**config.mk**
```make
export PLATFORM = sky130hd
export DESIGN_NAME = disp_timing_gen
export DESIGN_NICKNAME = d
export VERILOG_FILES = /design/src/rtl/disp_timing_gen.sv
export SDC_FILE = /design/constraint.sdc
export NUM_CORES = 1
export LEC_CHECK = 0
export BUFFER_PORTS_ARGS = -buffer_cell sky130_fd_sc_hd__buf_2
export CAP_MARGIN = 20
export CORE_UTILIZATION = 40
export CTS_CLUSTER_SIZE = 10
export DETAILED_ROUTE_END_ITERATION = 16
export GPL_ROUTABILITY_DRIVEN = 0
export SYNTH_ARGS = -nofsm -noshare
export SYNTH_HDL_FRONTEND = slang
export SYNTH_SLANG_ARGS = --single-unit
```
**constraint.sdc**
```tcl
create_clock -name clk -period 6.4 [get_ports clk]
set_input_delay 0.96 -clock clk [delete_from_list [all_inputs] [get_ports clk]]
set_output_delay 0.96 -clock clk [all_outputs]
set_load 0.01 [all_outputs]
```
**src/rtl/disp_timing_gen.sv**
```systemverilog
module disp_timing_gen #(
  parameter int CW     = 12,
  parameter int PW     = 8,
  parameter int DW     = 8,
  parameter bit HS_INV = 1'b0,
  parameter bit VS_INV = 1'b0
) (
  input  logic        clk,
  input  logic        rst_n,
  input  logic        cfg_we,
  input  logic [2:0]  cfg_addr,
  input  logic [31:0] cfg_wdata,
  output logic        pix_en,
  output logic        hsync,
  output logic        vsync,
  output logic        de,
  output logic        frame_irq
);
  localparam int TW = CW + 2;
  localparam logic [DW-1:0] DIV_TOP = {DW{1'b1}} - DW'(1);

  logic [CW-1:0] ha, va;
  logic [PW-1:0] hf, hb, hs, vf, vb, vs;
  logic [DW-1:0] div_f, div_cnt;
  logic          run, gie, fie, pend;
  logic [1:0]    fsel;
  logic [TW-1:0] h_cnt, v_cnt;

  wire restart = cfg_we && cfg_addr == 3'd0 && cfg_wdata[1];
  wire clr_irq = cfg_we && cfg_addr == 3'd7 && cfg_wdata[0];

  wire [TW-1:0] h_sy = TW'(ha) + TW'(hf) + TW'(2);
  wire [TW-1:0] h_bp = h_sy + TW'(hs) + TW'(1);
  wire [TW-1:0] h_last = h_bp + TW'(hb);
  wire [TW-1:0] v_sy = TW'(va) + TW'(vf) + TW'(2);
  wire [TW-1:0] v_bp = v_sy + TW'(vs) + TW'(1);
  wire [TW-1:0] v_last = v_bp + TW'(vb);

  wire [DW-1:0] div_eff = (div_f == {DW{1'b1}}) ? DIV_TOP : div_f;

  assign pix_en = run && div_cnt == div_eff;
  wire line_end = pix_en && h_cnt == h_last;
  wire vs_begin = line_end && v_cnt == v_sy - TW'(1) && !restart;

  assign de     = run && h_cnt <= TW'(ha) && v_cnt <= TW'(va);
  assign hsync  = (run && h_cnt >= h_sy && h_cnt < h_bp) ^ HS_INV;
  assign vsync  = (run && v_cnt >= v_sy && v_cnt < v_bp) ^ VS_INV;
  assign frame_irq = pend;

  always_ff @(posedge clk or negedge rst_n) begin
    if (!rst_n) begin
      run <= 1'b0; gie <= 1'b0; fie <= 1'b0; fsel <= '0;
      ha <= '0; va <= '0; div_f <= '0;
      hf <= '0; hb <= '0; hs <= '0;
      vf <= '0; vb <= '0; vs <= '0;
    end else if (cfg_we) begin
      case (cfg_addr)
        3'd0: run <= cfg_wdata[0];
        3'd1: ha <= cfg_wdata[CW-1:0];
        3'd2: begin
          hf <= cfg_wdata[PW-1:0];
          hb <= cfg_wdata[PW+7:8];
          hs <= cfg_wdata[PW+15:16];
        end
        3'd3: va <= cfg_wdata[CW-1:0];
        3'd4: begin
          vf <= cfg_wdata[PW-1:0];
          vb <= cfg_wdata[PW+7:8];
          vs <= cfg_wdata[PW+15:16];
        end
        3'd5: div_f <= cfg_wdata[DW-1:0];
        3'd6: begin
          gie  <= cfg_wdata[0];
          fie  <= cfg_wdata[1];
          fsel <= cfg_wdata[3:2];
        end
        default: ;
      endcase
    end
  end

  always_ff @(posedge clk or negedge rst_n) begin
    if (!rst_n) begin
      div_cnt <= '0; h_cnt <= '0; v_cnt <= '0;
    end else if (!run || restart) begin
      div_cnt <= '0; h_cnt <= '0; v_cnt <= '0;
    end else if (pix_en) begin
      div_cnt <= '0;
      if (line_end) begin
        h_cnt <= '0;
        v_cnt <= (v_cnt == v_last) ? '0 : v_cnt + TW'(1);
      end else begin
        h_cnt <= h_cnt + TW'(1);
      end
    end else begin
      div_cnt <= div_cnt + DW'(1);
    end
  end

  always_ff @(posedge clk or negedge rst_n) begin
    if (!rst_n)                                    pend <= 1'b0;
    else if (vs_begin && gie && fie && fsel == 2'd0) pend <= 1'b1;
    else if (clr_irq)                              pend <= 1'b0;
  end
endmodule


```
# Word level (Yosys, flattened, before mapping)
# Cells that the tools add are included.
[classes] add_sub_neg=14 magnitude_cmp=6 n_eq_ne=12 mux=12 reduce_logical=33
[ops] cell="$mux 14" n=7
[ops] cell="$add 14x1->14 const B" n=4
[ops] cell="$add 14x8->14" n=4
[ops] cell="$eq 14x14->1" n=3
[ops] cell="$add 13x2->14 const B" n=2
[ops] cell="$ge 14x14->1" n=2
[ops] cell="$le 14x12->1" n=2
[ops] cell="$lt 14x14->1" n=2
[ops] cell="$add 12x8->13" n=2
[ops] cell="$mux 8" n=3
[ops] cell="$logic_and 1x1->1" n=17
[ops] cell="$reduce_and 2->1" n=8
[ops] cell="$sub 14x1->14 const B" n=1
[ops] cell="$eq 3x3->1 const B" n=4
[ops] cell="$add 8x1->8 const B" n=1
[ops] cell="$eq 8x8->1" n=1
[ops] cell="$eq 8x8->1 const B" n=1
[ops] cell="$eq 3x2->1 const B" n=2
[ops] cell="$reduce_bool 2->1" n=3
[ops] cell="$eq 3x1->1 const B" n=1
[ops] cell="$logic_not 3->1" n=1
[ops] cell="$logic_not 1->1" n=2
[ops] cell="$logic_not 2->1" n=1
[ops] cell="$mux 1" n=2
[ops] cell="$logic_or 1x1->1" n=1
[totals] regBits=122 out_inout_bits=5

# Longest topological paths before layout
[depth] depth_word=13 ltp_mapped=28 mapped_depth_nobuf=27

# Worst setup path before layout
# OpenSTA, ideal clock, no wires.
[synth_path] path_kind="register to output" startpoint="register va[1]" endpoint="output port vsync" arrival_ps=4491 setup_slack_ps=949 stages_incl_launch_ff=22 path_buffers=0 path_cell_list="dfrtp_1 inv_1 ha_1 inv_1 ha_1 fa_1 a21o_1 a21oi_1 xnor2_1 ha_1 and3_1 a221oi_1 a21oi_1 xnor2_1 ha_1 a21o_1 a21oi_1 o21ai_0 a21o_1 a211oi_1 o21ai_0 a31oi_1"
[synth_between] elab_chain_cells=6 elab_cells_between_ends=8
[synth_lines] element="start, declared" line_no="22" source="logic [CW-1:0] ha, va;"
[synth_lines] element="start signal, assigned" line_no="65" source="3'd3: va <= cfg_wdata[CW-1:0];"
[synth_lines] element="$add 12x8->13 (*)" line_no="35" source="wire [TW-1:0] v_sy = TW'(va) + TW'(vf) + TW'(2);"
[synth_lines] element="$add 13x2->14 (*)" line_no="35"
[synth_lines] element="$add 14x8->14" line_no="36" source="wire [TW-1:0] v_bp = v_sy + TW'(vs) + TW'(1);"
[synth_lines] element="$add 14x1->14" line_no="36"
[synth_lines] element="$lt 14x14->1" line_no="47" source="assign vsync = (run && v_cnt >= v_sy && v_cnt < v_bp) ^ VS_INV;"
[synth_lines] element="$logic_and 1x1->1 (*)" line_no="47"
[synth_lines] element="end, declared" line_no="15" source="output logic vsync,"
# Every way passes the cells marked *; elsewhere a longest branch is shown, timed or not.

# Final worst setup path
# Ends and elaborated chain as after synthesis.

==> flow_summary.toml <==
[outcome]
status = "complete, but fails checks"
violations = "DRC"

[floorplanning]
coreArea_sq_mm = 0.0262
die_y_microns = 166
row_count = 59
start_util = 0.410
die-area_sq_mm = 0.0275
io_pins = 43
die_w_microns = 166

[place]
dp_cells = 1503
portBuffers = 34
dp_hpwl_microns = 20600

[clock_network]
clk_pin_slew_ns = 0.06
cts_tree = "done"
htreeDepth = 4
numCtsBuffers = 17
clock-sinks = 122
cts_hold_buf = 0
clk_latency_ns = 0.42
cts_buffer_depth = 2
clockRootBuffer = "clkbuf_16"

[sta]
finalCritPeriodShare = 0.942
final_max_slew_viol_count = 0
hold_viol_final = 0
max_freq_mhz = 166
worst_slew_pin_slew_ns = 0.941
finClkSkew_ns = 0.0119
slew_headroom = 0.365
post-route-min-period_ns = 6.03
finalSetupViolCount = 0

[worst_setup_path]
path_buf_inv = 5
critPathKind = "reg2out"
slowest_stage = "fa_2"
max_stage_delay_ns = 0.39
critPathTopFamily = "compound AO/OA/AOI/OAI gates"
worst_ep_required_time_ns = 5.44
end_kind = "output pin"
worst-path-max-fanout = 4
cpMostUsedCell = "ha_1"
worstPathArrival_ns = 5.07
cp-start-kind = "register"

[grt]
grt_first_pass_wirelength_microns = 43800
grt_overflow = 0
grtUsageTotal = 0.201
grt_pass1_vias = 8126
antenna_found_initial = 1
grt_max_degree = 74

[cells_and_area]
fin_cells = 1536
mostFrequentLayoutCells = "143 x ha_1, 122 x dfrtp_1, 86 x inv_1, 69 x mux2_2, 66 x nor2_1"
drive_gt1_frac = 0.173
area_growth_pct = 12.1
nNetsFinal = 1379
post-route-util = 0.459
layout_commonest_cell = "ha_1"
diodes = 0

[job]
cap_viol_max_count = 0

[logic_synthesis]
synth_edf_count = 0
netlist_area_sq_mm = 0.0107
synthFlopType = "dfrtp_1"
yosys.area.top_type = "dfrtp_1"
synth_top_area_frac = 0.284
synth.area.top_cells = "dfrtp_1 28%, ha_1 17%, mux2_2 7.2%, xnor2_1 5.1%, xor2_1 3.4%"
synth_cell_types = 73
synth_warnings = 0
avgSynthCellArea_sq_um = 9.31
yosysSeqAreaShare = 0.284
async_reset_ff_frac = 1.00
synth_seq_cells = 122
netlist_instances = 1153

[min_path]
min_path_type = "reg2reg"

[route]
num_vias = 8411
wl_met1_microns = 12600
maxUsedRoutingLayer = "met5"
dr_wl_met3_microns = 751
via_per_inst = 5.48
antenna_left = 0
wl_microns = 26700
wl_met2_microns = 12900
drc = 2
avgRoutedWirePerCell_microns = 17.4
drtIter0Drc = 447
dr.pass1.iters = 10

[pwr]
vdd_drop_max_uv = 359
finalPower_mw = 6.72
powerDensity_mw_per_mm2 = 558
power_leakage_nw = 5.58
final timing paths:
kind / cells past startpoint / startpoint / slack (ns) / to
max reg2reg: 24 / va[1] / 0.44 / v_cnt[1]
min reg2reg: 1 / va[1] / 0.51 / va[1]
min in group asynchronous: 1 / rst_n / 0.58 / div_cnt[7]
min: 1 / va[1] / 0.51 / va[1]
max in group asynchronous: 2 / rst_n / 4.42 / vb[5]
max: 25 / va[1] / 0.37 / vsync
synthesized netlist by cell type (17+ instances only):
cell / number
nor2_1: 68
nand4_1: 22
ha_1: 146
nor3_1: 20
a21o_1: 33
xnor2_1: 62
a21oi_1: 46
nand3_1: 37
o21a_1: 24
nand2_1: 65
dfrtp_1: 122
mux2_2: 69
clkbuf_1: 25
inv_1: 86
o21ai_0: 55
xor2_1: 42
and3_1: 17
what timing repair did:
action / in CTS / in global routing
setup buffers: 0 / 1
endpoints found under the setup margin: 1 / 15
cloned: 0 / 0
pin swaps: 0 / 3
resized for setup: 3 / 25
sequential cells by signal, indices dropped and copies added (netlist names), 2 cells and up:
| name | flops |
|---|---|
| fsel | 2 |
| hb | 8 |
| hf | 8 |
| hs | 8 |
| v_cnt | 14 |
| vs | 8 |
| div_cnt | 8 |
| div_f | 8 |
| ha | 12 |
| va | 12 |
| vf | 8 |
| h_cnt | 14 |
| vb | 8 |
worst register-to-register path, stage by stage, from the launching register on:
cell,delay [ns]
dfrtp_1,0.34
inv_1,0.06
ha_1,0.27
inv_1,0.04
ha_1,0.23
fa_2,0.39
xor2_1,0.17
buf_4,0.17
ha_1,0.33
o211a_1,0.14
o31a_1,0.13
o21a_1,0.19
o21ai_0,0.17
nand2b_1,0.11
xor2_2,0.16
ha_1,0.22
o41ai_1,0.87
nor3_1,0.09
a221oi_1,0.38
a211o_1,0.16
a31oi_1,0.08
or4_1,0.66
buf_4,0.23
a31oi_1,0.17
nor2_1,0.06
logic make-up (layout without fill, tap and decap cells):
family,count (synthesis),count (layout),synth area share
and+or+nand+nor,315,315,0.152
AOI/OAI and AO/OA,259,259,0.166
adders and majority gates,152,152,0.181
buffers and inverters,123,170,0.0452
DFF,122,122,0.284
xor gates and xnor gates,109,109,0.0951
muxes,72,72,0.0752
other,1,2,0.000349
cell type report:
cell class / instances / area (sq um)
sequential: 122 / 3050
clock buffer: 19 / 453
tap: 335 / 419
clock inverter: 12 / 114
inverter: 90 / 340
timing repair buffer: 49 / 285
fill: 2520 / 14200
multi-input combinational: 909 / 7370
power breakdown:
part	total, mW	internal [mW]	switching [mW]
registers	1.00	0.894	0.107
logic	4.77	2.12	2.65
clock network	0.948	0.557	0.391
stage by stage:
step / worst slack, ns / hold slack [ns] / area (sq um) / TNS [ns]
2_1_floorplan: 0.949 / 0.479 / 10700 / 0
3_3_place_gp: 0.232 / 0.491 / 11300 / 0
3_5_place_dp: 0.254 / 0.498 / 11300 / 0
4_1_cts: 0.0418 / 0.512 / 11900 / 0
5_1_grt: -0.0157 / 0.532 / 12000 / -0.0180
6_report: 0.369 / 0.507 / 12000 / 0
layer usage:
metal / up-vias / track usage
li1: 4242 / -
met1: 4031 / 0.265
met2: 108 / 0.340
met3: 28 / 0.0298
met4: 2 / 0.0577
met5: - / 0
No activity file was read; power rests on OpenSTA's default activity.
